[src/rtl/gtp_pkg.sv]
package gtp_pkg;

    typedef enum logic [1:0] {
        SRC_SYS  = 2'd0,
        SRC_DIV  = 2'd1,
        SRC_PIN  = 2'd2,
        SRC_PEER = 2'd3
    } src_e;

    // per-timer control word, bit 5 down to bit 0
    typedef struct packed {
        logic       run;
        logic       toggle;
        logic [1:0] cap_edge;   // [0] rising, [1] falling
        src_e       src;
    } ctrl_t;

    // shared control word, bit 3 down to bit 0
    typedef struct packed {
        logic gate_t1;
        logic gate_t0;
        logic restart;
        logic cascade;
    } glob_t;

    localparam int          CTRL_W  = $bits(ctrl_t);
    localparam int          GLOB_W  = $bits(glob_t);
    localparam logic [3:0]  A_GLOB  = 4'd8;
    localparam logic [3:0]  A_FLAGS = 4'd9;
    localparam logic [1:0]  F_CTRL  = 2'd0;
    localparam logic [1:0]  F_REF   = 2'd1;
    localparam logic [1:0]  F_CAP   = 2'd2;
    localparam logic [1:0]  F_CNT   = 2'd3;

endpackage

[src/rtl/gtp_edge_sync.sv]
module gtp_edge_sync #(
    parameter int STAGES = 2
) (
    input  logic clk,
    input  logic rst_n,
    input  logic pin_i,
    output logic level_o,
    output logic rise_o,
    output logic fall_o
);
    localparam int SH_W = STAGES + 1;

    logic [SH_W-1:0] sh_d, sh_q;

    always_comb begin
        sh_d = {sh_q[SH_W-2:0], pin_i};
    end

    always_ff @(posedge clk or negedge rst_n) begin
        if (!rst_n) sh_q <= '0;
        else        sh_q <= sh_d;
    end

    assign level_o = sh_q[STAGES-1];
    assign rise_o  = sh_q[STAGES-1] & ~sh_q[STAGES];
    assign fall_o  = ~sh_q[STAGES-1] & sh_q[STAGES];

    // a synchronized edge reflects the pin as it was STAGES edges ago
    p_sync_delay_r12: assert property (@(posedge clk) disable iff (!rst_n)
        rise_o |-> $past(pin_i, 2))
        else $error("p_sync_delay_r12");

endmodule

[src/rtl/gtp_count_unit.sv]
module gtp_count_unit #(
    parameter int W = 16
) (
    input  logic         clk,
    input  logic         rst_n,
    input  logic         restart,
    input  logic         inc,
    input  logic         wrap,
    output logic [W-1:0] cnt_o
);
    logic [W-1:0] cnt_d, cnt_q;

    always_comb begin
        cnt_d = cnt_q;
        if (restart)   cnt_d = '0;
        else if (inc)  cnt_d = wrap ? '0 : cnt_q + 1'b1;
    end

    always_ff @(posedge clk or negedge rst_n) begin
        if (!rst_n) cnt_q <= '0;
        else        cnt_q <= cnt_d;
    end

    assign cnt_o = cnt_q;

    p_count_up_r3: assert property (@(posedge clk) disable iff (!rst_n)
        (inc && !wrap && !restart) |=> (cnt_o == $past(cnt_o) + 1'b1))
        else $error("p_count_up_r3");

    p_wrap_zero_r3: assert property (@(posedge clk) disable iff (!rst_n)
        (inc && wrap) |=> (cnt_o == '0))
        else $error("p_wrap_zero_r3");

    p_hold_r8: assert property (@(posedge clk) disable iff (!rst_n)
        (!inc && !restart) |=> $stable(cnt_o))
        else $error("p_hold_r8");

    p_restart_r9: assert property (@(posedge clk) disable iff (!rst_n)
        restart |=> (cnt_o == '0))
        else $error("p_restart_r9");

endmodule

[src/rtl/gtp_pin_out.sv]
module gtp_pin_out (
    input  logic clk,
    input  logic rst_n,
    input  logic toggle_mode,
    input  logic match,
    output logic pin_o
);
    logic pin_d, pin_q;

    always_comb begin
        if (toggle_mode) pin_d = pin_q ^ match;
        else             pin_d = ~match;
    end

    always_ff @(posedge clk or negedge rst_n) begin
        if (!rst_n) pin_q <= 1'b1;
        else        pin_q <= pin_d;
    end

    assign pin_o = pin_q;

    p_pulse_low_r4: assert property (@(posedge clk) disable iff (!rst_n)
        (!toggle_mode && match) |=> !pin_o)
        else $error("p_pulse_low_r4");

    p_pulse_idle_r4: assert property (@(posedge clk) disable iff (!rst_n)
        (!toggle_mode && !match) |=> pin_o)
        else $error("p_pulse_idle_r4");

    p_toggle_hold_r5: assert property (@(posedge clk) disable iff (!rst_n)
        (toggle_mode && !match) |=> $stable(pin_o))
        else $error("p_toggle_hold_r5");

endmodule

[src/rtl/gated_timer_pair.sv]
module gated_timer_pair
    import gtp_pkg::*;
#(
    parameter int CNT_W = 16
) (
    input  logic             clk,
    input  logic             rst_n,
    input  logic             div16_en,
    input  logic             reg_we,
    input  logic [3:0]       reg_addr,
    input  logic [CNT_W-1:0] reg_wdata,
    output logic [CNT_W-1:0] reg_rdata,
    input  logic [1:0]       tmr_pin_i,
    input  logic             gate_i,
    output logic [1:0]       tout_o,
    output logic [3:0]       evt_flags_o
);
    localparam int N_TMR   = 2;
    localparam int N_FLAGS = 2 * N_TMR;

    typedef struct packed {
        ctrl_t [N_TMR-1:0]            ctrl;
        logic  [N_TMR-1:0][CNT_W-1:0] refv;
        logic  [N_TMR-1:0][CNT_W-1:0] cap;
        logic  [N_FLAGS-1:0]          flags;
        glob_t                        glob;
        logic  [N_TMR-1:0]            mpulse;
    } regs_t;

    regs_t st_d, st_q;

    logic [N_TMR-1:0]            pin_rise, pin_fall, pin_lvl;
    logic                        gate_lvl, gate_rise, gate_fall;
    logic [N_TMR-1:0]            src_tick, tick, rst_ev, inc, wrap, rs, match, capevt, gate_asg;
    logic [N_TMR-1:0][CNT_W-1:0] cnt;
    logic                        full;
    logic [N_FLAGS-1:0]          clr_mask;

    genvar g;
    generate
        for (g = 0; g < N_TMR; g++) begin : g_tmr
            gtp_edge_sync #(.STAGES(2)) u_pin_sync (
                .clk(clk), .rst_n(rst_n), .pin_i(tmr_pin_i[g]),
                .level_o(pin_lvl[g]), .rise_o(pin_rise[g]), .fall_o(pin_fall[g]));
            gtp_count_unit #(.W(CNT_W)) u_cnt (
                .clk(clk), .rst_n(rst_n), .restart(rs[g]), .inc(inc[g]),
                .wrap(wrap[g]), .cnt_o(cnt[g]));
            gtp_pin_out u_out (
                .clk(clk), .rst_n(rst_n), .toggle_mode(st_q.ctrl[g].toggle),
                .match(match[g]), .pin_o(tout_o[g]));
        end
    endgenerate

    gtp_edge_sync #(.STAGES(2)) u_gate_sync (
        .clk(clk), .rst_n(rst_n), .pin_i(gate_i),
        .level_o(gate_lvl), .rise_o(gate_rise), .fall_o(gate_fall));

    assign gate_asg = {st_q.glob.gate_t1, st_q.glob.gate_t0};
    assign full     = ({cnt[1], cnt[0]} == {st_q.refv[1], st_q.refv[0]});
    assign clr_mask = (reg_we && reg_addr == A_FLAGS) ? reg_wdata[N_FLAGS-1:0] : '0;

    always_comb begin
        st_d = st_q;
        for (int i = 0; i < N_TMR; i++) begin
            case (st_q.ctrl[i].src)
                SRC_SYS:  src_tick[i] = 1'b1;
                SRC_DIV:  src_tick[i] = div16_en;
                SRC_PIN:  src_tick[i] = pin_rise[i];
                default:  src_tick[i] = st_q.mpulse[N_TMR-1-i];
            endcase
            tick[i]   = st_q.ctrl[i].run && src_tick[i] &&
                        !(!st_q.glob.restart && gate_lvl && gate_asg[i]);
            rst_ev[i] = st_q.glob.restart && gate_fall && gate_asg[i];
            capevt[i] = (st_q.ctrl[i].cap_edge[0] && pin_rise[i]) ||
                        (st_q.ctrl[i].cap_edge[1] && pin_fall[i]);
        end

        if (st_q.glob.cascade) begin
            inc   = {tick[0] && (full || (&cnt[0])), tick[0]};
            wrap  = {full, full};
            rs    = {rst_ev[0], rst_ev[0]};
            match = {tick[0] && full, 1'b0};
        end else begin
            inc = tick;
            rs  = rst_ev;
            for (int i = 0; i < N_TMR; i++) begin
                wrap[i]  = (cnt[i] == st_q.refv[i]);
                match[i] = tick[i] && wrap[i];
            end
        end

        for (int i = 0; i < N_TMR; i++) begin
            if (capevt[i]) st_d.cap[i] = cnt[i];
        end
        st_d.mpulse = match;
        st_d.flags  = (st_q.flags & ~clr_mask) | {capevt[1], match[1], capevt[0], match[0]};

        if (reg_we) begin
            if (!reg_addr[3]) begin
                if (reg_addr[1:0] == F_CTRL) st_d.ctrl[reg_addr[2]] = ctrl_t'(reg_wdata[CTRL_W-1:0]);
                if (reg_addr[1:0] == F_REF)  st_d.refv[reg_addr[2]] = reg_wdata;
            end else if (reg_addr == A_GLOB) begin
                st_d.glob = glob_t'(reg_wdata[GLOB_W-1:0]);
            end
        end
    end

    always_ff @(posedge clk or negedge rst_n) begin
        if (!rst_n) st_q <= '0;
        else        st_q <= st_d;
    end

    always_comb begin
        reg_rdata = '0;
        if (!reg_addr[3]) begin
            case (reg_addr[1:0])
                F_CTRL:  reg_rdata = CNT_W'(st_q.ctrl[reg_addr[2]]);
                F_REF:   reg_rdata = st_q.refv[reg_addr[2]];
                F_CAP:   reg_rdata = st_q.cap[reg_addr[2]];
                default: reg_rdata = cnt[reg_addr[2]];
            endcase
        end else if (reg_addr == A_GLOB) begin
            reg_rdata = CNT_W'(st_q.glob);
        end else if (reg_addr == A_FLAGS) begin
            reg_rdata = CNT_W'(st_q.flags);
        end
    end

    assign evt_flags_o = st_q.flags;

    // a set flag stays set unless a write-1 clear hit it
    p_flag_sticky_r7: assert property (@(posedge clk) disable iff (!rst_n)
        1'b1 |=> ((~st_q.flags & $past(st_q.flags & ~clr_mask)) == '0))
        else $error("p_flag_sticky_r7");

    p_cascade_quiet_r11: assert property (@(posedge clk) disable iff (!rst_n)
        (st_q.glob.cascade && !st_q.ctrl[0].toggle) |=> tout_o[0])
        else $error("p_cascade_quiet_r11");

endmodule

[config.mk]
export PLATFORM = sky130hd
export DESIGN_NAME = gated_timer_pair
export DESIGN_NICKNAME = d
export VERILOG_FILES = /design/src/rtl/gtp_pkg.sv /design/src/rtl/gtp_edge_sync.sv /design/src/rtl/gtp_count_unit.sv /design/src/rtl/gtp_pin_out.sv /design/src/rtl/gated_timer_pair.sv
export SDC_FILE = /design/constraint.sdc
export NUM_CORES = 1
export LEC_CHECK = 0
export ABC_AREA = 1
export BUFFER_PORTS_ARGS = -buffer_cell sky130_fd_sc_hd__buf_2
export CAP_MARGIN = 30
export CORE_ASPECT_RATIO = 1.4
export CORE_UTILIZATION = 55
export CTS_CLUSTER_DIAMETER = 100
export DETAILED_ROUTE_END_ITERATION = 7
export GPL_TIMING_DRIVEN = 0
export PLACE_DENSITY = 0.79
export SYNTH_ARGS = -nofsm -noshare
export SYNTH_HDL_FRONTEND = slang
export SYNTH_HIERARCHICAL = 1
export SYNTH_SLANG_ARGS = --single-unit
[constraint.sdc]
create_clock -name clk -period 3.8 [get_ports clk]
set_input_delay 0.57 -clock clk [delete_from_list [all_inputs] [get_ports clk]]
set_output_delay 0.57 -clock clk [all_outputs]
set_load 0.1 [all_outputs]
=== Word-level counts from Yosys, hierarchy flattened ===
Index checks and enable logic that the tools add are counted.

* Register bits after elaboration: 129
* Logic and storage cells: 126
* Input bits: 27
* Output and inout bits: 22

* Mux-type cells: 33
* Magnitude comparators: 2
* Reduce and logical (&&, ||, !) cells: 35
* Eq/ne operators: 11
* Bitwise gates (word level): 18
* $add $sub $neg: 2

{| class="wikitable"
|+ Operators with widths
! cell !! number
|-
| 2-to-1 mux 16 bit || 14
|-
| case mux 16 bit (3 select lines) || 1
|-
| adder 16 x 1 -> 16 bit (second input constant) || 2
|-
| bitwise mux 32 bit || 1
|-
| == test 16 bit || 2
|-
| == test 32 bit || 1
|-
| logical AND 1 bit || 20
|-
| 2-to-1 mux 6 bit || 3
|-
| demux 16 bit (select 1 bit) || 1
|-
| AND reduction 16 bit || 1
|-
| bitwise mux 12 bit || 1
|-
| 2-to-1 mux 4 bit || 3
|-
| AND reduction 3 bit || 3
|-
| == test 4 bit (second input constant) || 2
|-
| 2-to-1 mux 2 bit || 4
|-
| NOT 1 bit || 8
|-
| demux 6 bit (select 1 bit) || 1
|-
| == test 2 x 1 -> 1 bit (second input constant) || 3
|-
| == test 2 bit (second input constant) || 3
|-
| zero test 2 bit || 3
|-
| case mux 1 bit (3 select lines) || 2
|-
| bitwise AND 1 bit || 5
|-
| bitwise AND 4 bit || 1
|-
| NOT 4 bit || 1
|-
| other kinds (8) || 15
|}

=== Depth between registers and ports, before layout ===
Gate-level depths: netlist of run 1.

* Word-level depth: 9
* Depth in mapped cells: 16
* Depth with buffers taken out: 16

=== Modules after synthesis ===
Netlist of run 1, hierarchy kept.

{| class="wikitable"
|+ By module, submodules not included
! module !! instances !! cells each !! sequential area each (µm²) !! area an instance (µm²)
|-
| gated_timer_pair || 1 || 631 || 2152.1 || 4863.4
|-
| gtp_count_unit || 2 || 133 || 400.4 || 998.5
|-
| gtp_edge_sync || 3 || 7 || 75.1 || 90.1
|-
| gtp_pin_out || 2 || 8 || 26.3 || 53.8
|}

=== Worst setup path after synthesis of run 1 ===
OpenSTA, ideal clock, no wires.

* Path type: input-to-output
* From: input reg_addr[2]
* To: output reg_rdata[4]
* Arrival: 2.666 ns
* Slack: 0.564 ns
* Buffers on the path: 2
* Cell stages on the path: 5
* Cells stage by stage: buf_4 -> inv_4 -> clkbuf_1 -> o21ai_0 -> a21oi_1

* Longest elaborated chain between the ends: 4
* Elaborated cells between the ends (all ways): 10
* Classes of those cells: mux: 10

{| class="wikitable"
|+ Ends and longest elaborated chain
! item !! RTL line !! source
|-
| start: declaration || gated_timer_pair.sv:10 || <nowiki>input logic [3:0] reg_addr,</nowiki>
|-
| 2-to-1 mux 16 bit (implied by the code), or another cell as far along (2 in series) || gated_timer_pair.sv:120 || <nowiki>default: reg_rdata = cnt[reg_addr[2]];</nowiki>
|-
| case mux 16 bit (3 select lines) * || gated_timer_pair.sv:116 || <nowiki>case (reg_addr[1:0])</nowiki>
|-
| 2-to-1 mux 16 bit * || gated_timer_pair.sv:115 || <nowiki>if (!reg_addr[3]) begin</nowiki>
|-
| end: declaration || gated_timer_pair.sv:12 || <nowiki>output logic [CNT_W-1:0] reg_rdata,</nowiki>
|}

Mark *: on every way between the ends. The rest lies on a longest branch, timed or not. The select of a mux whose other input is x is not followed.

=== Worst setup path in the final report of run 1 ===
* From: input reg_addr[1]
* To: output reg_rdata[4]

* Longest elaborated chain between the ends: 3
* Elaborated cells between the ends (all ways): 5
* Classes of those cells: eq/ne: 2; mux: 2; reduce/logical: 1

{| class="wikitable"
|+ Ends and longest elaborated chain
! item !! RTL line
|-
| == test 2 bit, or another cell as far along || gated_timer_pair.sv:116
|-
| case mux 16 bit (3 select lines) * || gated_timer_pair.sv:116
|-
| 2-to-1 mux 16 bit * || gated_timer_pair.sv:115
|}

Mark *: on every way between the ends. The rest lies on a longest branch, timed or not.

==> results of run 1 <==
[flip-flops by register name (all words and copies together) (netlist names)]
signal / flops
st_q: 80
g_tmr.u_cnt/cnt_o: 32
g_tmr.u_pin_sync/sh_q: 6
evt_flags_o: 4
u_gate_sync/sh_q: 3
g_tmr.u_out/pin_o: 2
gate_asg: 2
[critical path: cells and delay by family]
kind | cells | cell delay (ps)
buf+inv | 5 | 1070
compound gates | 2 | 360
simple gates | 3 | 300
[per-stage QoR]
stage	cell area [µm²]	util, %
after floorplan	7230	-
after global placement	7660	59.8
after detailed placement	7690	60.0
after CTS	8280	64.6
after global routing	8280	64.6
final	8280	64.6
[cell usage in the layout, fill, tap and decap left out, types with 4 or more instances in the layout]
cell,n
a21oi_1,50
buf_2,61
buf_4,6
buf_6,6
clkbuf_1,4
clkbuf_16,17
dfrtp_1,127
inv_1,120
inv_6,8
mux2_2,11
mux2i_1,5
nand2_1,233
nand2_2,7
nand3_1,41
nand3_2,4
nand4_1,10
nor2_1,91
nor2_2,8
nor2_8,4
o211ai_1,6
o21ai_0,95
o21ai_1,16
o221ai_1,9
xnor2_1,26
xor2_1,6
[metal layers]
layer / part of all wire, % / vias up / wire length (µm)
li1: - / 3139 / -
met1: 37 / 3146 / 7560
met2: 50 / 329 / 10100
met3: 7.3 / 108 / 1480
met4: 6.1 / 0 / 1250
met5: 0 / - / 0
[power by group]
group | switching (mW) | total, mW | internal (mW)
registers | 0.344 | 1.98 | 1.64
clock network | 0.681 | 1.62 | 0.938
logic | 0.754 | 1.15 | 0.395
[worst paths after layout]
path                                                         end  slack [ps]                                   from  cells past startpoint
min reg2reg                g_tmr[0].u_pin_sync/sh_q[1]$_DFF_PN0_         350  g_tmr[0].u_pin_sync/sh_q[0]$_DFF_PN0_                      0
min                          g_tmr[1].u_cnt/cnt_o[3]$_DFFE_PN0P_          20                                  rst_n                      1
max reg2reg                 g_tmr[1].u_cnt/cnt_o[11]$_DFFE_PN0P_        1140   g_tmr[1].u_cnt/cnt_o[12]$_DFFE_PN0P_                     14
max                                                 reg_rdata[4]         910                            reg_addr[1]                     10
min in group clk           g_tmr[1].u_pin_sync/sh_q[0]$_DFF_PN0_         240                           tmr_pin_i[1]                      1
max in group asynchronous         g_tmr[0].u_out/pin_o$_DFF_PN1_        2980                                  rst_n                      2
[layout make-up]
class / count / share of cell area, %
multi-input cells: 646 / 40.1
inverters: 126 / 5.93
clock inverters: 14 / 1.75
plain buffers: 31 / 2.36
clock buffers: 18 / 5.31
well taps: 153 / 2.31
flip-flops and latches: 129 / 39.0
repair buffers: 48 / 3.25
==> out/summary.txt, run 1 <==
Clock transition at path regs: 60 ps
Worst-Margin Slew: 1040 ps
initial core utilization: 56.4%
drc violations: 0
Final period util: 76.1%
Post-DP HPWL: 14.8 mm
# fillers: 1081
Highest Clock Rate: 0.346 GHz
Mapped Area: 7230 µm²
first-pass GRT wire length: 33.1 mm
clk buf depth: 2
routing usage on met3: 5.48%
WHS: 16.9 ps
area growth from synthesis to layout: 14.4%
cts hold-fix bufs: 0
CP max stage cell: buf_2
GR peak layer: met2
largest net degree at the start of global routing: 99
gpl congestion: 0.987
DIE HEIGHT: 138 µm
Setup CP Type: in2out
Root Driver: clkbuf_16
grt total ovfl: 0
initial antenna violation count: 0
DIE AREA: 13600 µm²
Max rail drop VDD: 0.318 mV
Avg Synthesized Cell Area: 7.76 µm²
DR iter-0 viols: 557
io pins: 49
status: completed
Placement Setup Slack: 951 ps
CTS Buf Count: 17
drt pass-1 iters: 8
RSZ-0062 raised after global routing: no
PwrDens: 574 nW/µm²
Setup violations, final: 0
row cnt: 49
met2 GRT Util: 54.2%
Critical Path AT: 2320 ps
area occupied by multi-input gates: 3310 µm²
final setup margin: 907 ps
met1 Use GR: 37.7%
Vias: 6722
critical path endpoint category: output port
cell total after placement: 1133
Die Width: 98.9 µm
CP max stage delay: 490 ps
Rel. slew slack: 30.6%
Pins Over Slew Limit: 0
CP Cell Sequence: buf_2, inv_1, nand2_2, inv_1, buf_4, nand2_1, o2111ai_1, nand2_1, a21oi_1, buf_2
Routed Wire Length: 20.4 mm
drt wl/cell: 17.5 µm
vias in the first global route: 6540
final hold violations: 0
setup_tns: 0 ps
CTS resizes: 0
Max FO, Critical Path: 10
post-route ant nets: 0
GRT Overall Usage: 32.3%
CTS H-tree depth: 4
Critical Path RT: 3230 ps
min-delay worst type: in2async
Non-Filler Instances: 1165
Critical Path Start Type: input pin
Post-CTS Setup Repair Bufs: 0
fin crit period: 2890 ps
Nets: 1028
max cap viols: 0
vias per cell: 5.77
Tot Pwr: 4.75 mW
clock sink count: 129
syn_nets: 961
CTS tree: done
layout cells sized above 1: 15.7%
worst clock skew: 6.65 ps
total number of yosys warnings: 6
Core Box Area: 12800 µm²
worst-skew pair later-pin latency: 430 ps
FF/Latch Area: 3230 µm²
Lkg Pwr: 4.14 nW
ANT cells: 0
Mapped Cells: 932
PortBufs: 47
(Power assumes the default switching activity.)
==> inputs of run 2 (changes only) <==
PLACE_DENSITY = 0.81   (was 0.79)
clock period = 2.5 ns   (was 3.8 ns; I/O delays follow)
==> run 2 against run 1 <==
  * Critical path depth down 5
  * Clock skew up 1.3 ps
  * Die area unchanged
  * Worst hold slack better by 27 ps
  * Setup slack worse by 840 ps
  * Clock-buffer cell count unchanged
  * Non-clock buffer count up 1
  * Via count up 0.76%
  * First-iteration DRC count up 7.4%
  * Sequential share of layout area down 0.47 points
  * Largest cell class unchanged
==> out/summary.txt, run 2 (synthesized netlist as in run 1, its figures left out) <==
max cap viols: 0
Buf/Inv on CP: 1
R2R Setup Slk: 120 ps
metal1 wirelength: 7.99 mm
vias in the first global route: 6635
DIE HEIGHT: 138 µm
Setup CP Type: reg2out
Met2 Wirelength: 10.4 mm
Die Width: 98.9 µm
DIE AREA: 13600 µm²
RSZ-0062 raised after global routing: no
vias per cell: 5.81
Lkg Pwr: 4.17 nW
initial antenna violation count: 0
area growth from synthesis to layout: 15.9%
first-pass GRT wire length: 33.2 mm
CP Cell Sequence: nand2_1, a21oi_1, o21ai_0, o211ai_1, buf_2
CTS Buf Count: 17
Routed Wire Length: 21.0 mm
Setup violations, final: 0
post-route ant nets: 0
CTS H-tree depth: 4
Root Driver: clkbuf_16
gpl congestion: 0.925
met3 WL: 1.50 mm
Crit. path cell count: 5
Critical Path Start Type: flop
Max rail drop VDD: 0.610 mV
max reg flops: 80
PwrDens: 886 nW/µm²
worst clock skew: 7.92 ps
PortBufs: 47
setup_tns: 0 ps
final setup margin: 61.9 ps
worst-skew pair later-pin latency: 440 ps
grt total ovfl: 0
Worst-Margin Slew: 993 ps
Pins Over Slew Limit: 0
Final period util: 97.5%
Tot Pwr: 7.42 mW
min-delay worst type: in2reg
Critical Path RT: 2120 ps
family with the most delay on the worst path: flip-flops
clock sink count: 129
CTS tree: done
CP max stage delay: 580 ps
io pins: 49
drt pass-1 iters: 5
Non-Filler Instances: 1166
CP max stage cell: dfrtp_1
drt wl/cell: 18.0 µm
row cnt: 49
layout cells sized above 1: 16.6%
Rel. slew slack: 33.4%
fin crit period: 2440 ps
final hold violations: 0
Critical Path AT: 2060 ps
critical path endpoint category: output port
Highest Clock Rate: 0.410 GHz
initial core utilization: 56.4%
largest net degree at the start of global routing: 90
WHS: 44.1 ps
Vias: 6773
WHS Path Cells: 1
DR iter-0 viols: 598
largest reg by FF count: st_q
top routing layer used: met4
commonest cells after routing, fill and taps aside: nand2_1 (232), dfrtp_1 (126), inv_1 (120), o21ai_0 (95), nor2_1 (88)
Worst R2R Path Depth: 7
Post-DP HPWL: 14.9 mm
cell total after placement: 1133
commonest non-fill, non-tap cell in the layout: nand2_1
placed cell area: 7720 µm²
Post-Route Utilization: 65.4%
clk buf depth: 2
status: completed
Nets: 1029
Core Box Area: 12800 µm²
Clock transition at path regs: 60 ps
Max FO, Critical Path: 8
GRT Overall Usage: 32.8%
drc violations: 0
final instance area: 8380 µm²
ANT cells: 0
Placement Setup Slack: 4.85 ps
==> run 2: changes by cell type in the layout (fill, tap and decap cells not counted), sizes merged <==
| cell | delta |
|---|---|
| inv | -4 |
| bufinv | +2 |
| buf | -4 |
| clkinv | +3 |
| dlygate4sd3 | +1 |
| clkbuf | +4 |
| clkinvlp | -1 |
==> run 2: power by group <==
group	internal [mW]	leakage [nW]	switching (mW)	total [mW]
combinational	0.616	2.25	1.17	1.79
sequential	2.49	1.63	0.524	3.02
clock	1.61	0.298	1.01	2.62
==> run 2: routing by layer <==
| layer | vias to the layer above | global-route usage, % |
|---|---|---|
| li1 | 3141 | - |
| met1 | 3189 | 37.7 |
| met5 | - | 0 |
| met3 | 88 | 6.34 |
| met2 | 355 | 55.9 |
| met4 | 0 | 21.9 |
==> run 2: area by class of cell <==
| cell class | count | area, µm² |
|---|---|---|
| Fill cell | 1048 | 4430 |
| Multi-Input combinational cell | 646 | 3350 |
| Sequential cell | 129 | 3230 |
| Inverter | 126 | 490 |
| Clock buffer | 18 | 439 |
| Timing Repair Buffer | 49 | 289 |
| Buffer | 31 | 203 |
| Tap cell | 153 | 191 |
| Clock inverter | 14 | 180 |
==> run 2: worst paths after layout <==
path                                                        from                                     to
max                          g_tmr[0].u_cnt/cnt_o[1]$_DFFE_PN0P_                           reg_rdata[1]
min                                                 tmr_pin_i[1]  g_tmr[1].u_pin_sync/sh_q[0]$_DFF_PN0_
max reg2reg                        u_gate_sync/sh_q[1]$_DFF_PN0_    g_tmr[1].u_cnt/cnt_o[1]$_DFFE_PN0P_
min reg2reg                g_tmr[0].u_pin_sync/sh_q[0]$_DFF_PN0_  g_tmr[0].u_pin_sync/sh_q[1]$_DFF_PN0_
max in group asynchronous                                  rst_n    g_tmr[0].u_cnt/cnt_o[2]$_DFFE_PN0P_
min in group asynchronous                                  rst_n    g_tmr[1].u_cnt/cnt_o[1]$_DFFE_PN0P_
==> run 2: what timing repair did <==
item	in CTS	in global routing
buffers inserted	0	0
gates resized for setup	1	9
hold buffers	1	0
endpoints found under the hold margin	40	0
gates cloned	0	0
pin swaps	0	0
setup endpoints to repair	1	16
==> inputs of run 3 (changes only) <==
==> constraint.sdc (replaced) <==
create_clock -name clk -period 2.5 [get_ports clk]
set_input_delay 0.375 -clock clk [delete_from_list [all_inputs] [get_ports clk]]
set_output_delay 0.375 -clock clk [all_outputs]
set_load 0.05 [all_outputs]
==> run 3 against run 2 <==
  * Sequential power is essentially flat
  * Worst hold slack better by 7.6 ps
  * Clock power shrank 8.0%
  * Combinational power decreased by 9%
  * Non-clock buffer count increased by 1
  * Clock-buffer cell count stayed put
  * Via count decreased by 0.35%
  * Cell area down 1.1%
  * First-iteration DRC count up 6.9%
  * Clock skew shrank 1.7 ps
  * Cell count hardly changed
  * Critical endpoint is now g_tmr[1].u_cnt/cnt_o[11]$_DFFE_PN0P_
  * Highest routed layer unchanged
==> out/summary.txt, run 3 (synthesized netlist as in run 1, its figures left out) <==
largest reg by FF count: st_q
final instance area: 8290 µm²
final setup margin: 192 ps
GRT Overall Usage: 31.8%
Rel. slew slack: 58.0%
CTS Buf Count: 17
Nets: 1030
io pins: 49
Pins Over Slew Limit: 0
status: completed
vias per cell: 5.78
clock sink count: 129
row cnt: 49
Crit path top cell by count: nand2_1
CP Cell Sequence: xnor2_1, nand2_1, nor2_1, nand2_1, nor2_2, nand3_1, nand3_2, nor2_8, nor2_8, nand3_1, nand2_1, nand2_1, nand2_1, inv_1
min-delay worst type: in2reg
Tot Pwr: 7.06 mW
commonest non-fill, non-tap cell in the layout: nand2_1
worst clock skew: 6.25 ps
Buf/Inv on CP: 1
drt wl/cell: 17.5 µm
drt pass-1 iters: 7
CTS tree: done
cell total after placement: 1134
initial core utilization: 56.4%
Highest Clock Rate: 0.433 GHz
largest net degree at the start of global routing: 71
Post-DP HPWL: 14.8 mm
gpl congestion: 0.947
commonest cells after routing, fill and taps aside: nand2_1 (233), dfrtp_1 (127), inv_1 (120), o21ai_0 (95), nor2_1 (88)
initial antenna violation count: 0
Clock transition at path regs: 60 ps
max reg flops: 80
vias in the first global route: 6534
DIE AREA: 13600 µm²
# fillers: 1089
ANT cells: 0
Post-Route Utilization: 64.7%
RSZ-0062 raised after global routing: no
Core Box Area: 12800 µm²
drc violations: 0
Setup violations, final: 0
PwrDens: 852 nW/µm²
Routed Wire Length: 20.4 mm
layout cells sized above 1: 16.1%
placed cell area: 7700 µm²
critical path endpoint category: flop
Non-Filler Instances: 1167
DR iter-0 viols: 639
worst-skew pair later-pin latency: 420 ps
Worst-Margin Slew: 630 ps
area growth from synthesis to layout: 14.6%
Final period util: 92.3%
CP max stage delay: 520 ps
Die Width: 98.9 µm
final hold violations: 0
CTS H-tree depth: 4
Max FO, Critical Path: 8
PortBufs: 47
R2R Setup Slk: 190 ps
post-route ant nets: 0
fin crit period: 2310 ps
CP max stage cell: dfrtp_1
Critical Path Start Type: flop
Max rail drop VDD: 0.519 mV
max cap viols: 0
area occupied by multi-input gates: 3330 µm²
Setup CP Type: reg2reg
Lkg Pwr: 4.14 nW
clk buf depth: 2
FF/Latch Area: 3230 µm²
Vias: 6749
Critical Path RT: 2820 ps
DIE HEIGHT: 138 µm
Placement Setup Slack: 70.0 ps
Root Driver: clkbuf_16
family with the most delay on the worst path: simple AND/OR/NAND/NOR gates
first-pass GRT wire length: 32.2 mm
Critical Path AT: 2630 ps
grt total ovfl: 0
## run 3: cell type report
cell class / count / share of cell area [%]
plain buffers: 31 / 2.36
clock buffers: 18 / 5.18
clock inverters: 14 / 1.69
inverters: 126 / 5.92
multi-input cells: 646 / 40.1
flip-flops and latches: 129 / 39.0
well taps: 153 / 2.31
repair buffers: 50 / 3.43
## run 3: repair_timing
action / CTS / global route
hold endpoints to repair: 57 / 0
setup buffers: 0 / 0
hold buffers: 1 / 0
endpoints found under the setup margin: 0 / 14
gates resized for setup: 0 / 4
## run 3: worst paths after layout
path	start	end	cells past startpoint
max	g_tmr[1].u_cnt/cnt_o[0]$_DFFE_PN0P_	g_tmr[1].u_cnt/cnt_o[11]$_DFFE_PN0P_	14
min	gate_i	u_gate_sync/sh_q[0]$_DFF_PN0_	1
max reg2reg	g_tmr[1].u_cnt/cnt_o[0]$_DFFE_PN0P_	g_tmr[1].u_cnt/cnt_o[11]$_DFFE_PN0P_	14
min reg2reg	g_tmr[1].u_pin_sync/sh_q[0]$_DFF_PN0_	g_tmr[1].u_pin_sync/sh_q[1]$_DFF_PN0_	0
max in group asynchronous	rst_n	g_tmr[0].u_cnt/cnt_o[14]$_DFFE_PN0P_	3
min in group asynchronous	rst_n	st_q[26]$_DFFE_PN0P_	2
## run 3: per-stage QoR
stage               setup TNS [ps]  hold slack, ps
detailed placement               0             340
global placement            -83150             333
floorplan                        0            79.4
finish                           0            51.7
CTS                              0            46.4
global route                     0            46.5
## run 3: power by group
| part | internal [mW] | total, mW | switching, mW | leakage (nW) |
|---|---|---|---|---|
| clock | 1.40 | 2.41 | 1.02 | 0.270 |
| combinational | 0.604 | 1.63 | 1.03 | 2.25 |
| sequential | 2.49 | 3.02 | 0.525 | 1.63 |
## run 3: per-layer routing
metal	GRT usage (%)	share of wire, %	up-vias
met1	36.6	37	3174
li1	-	-	3141
met3	5.07	7.1	98
met5	0	0	-
met2	55.3	50	336
met4	19.8	5.8	0
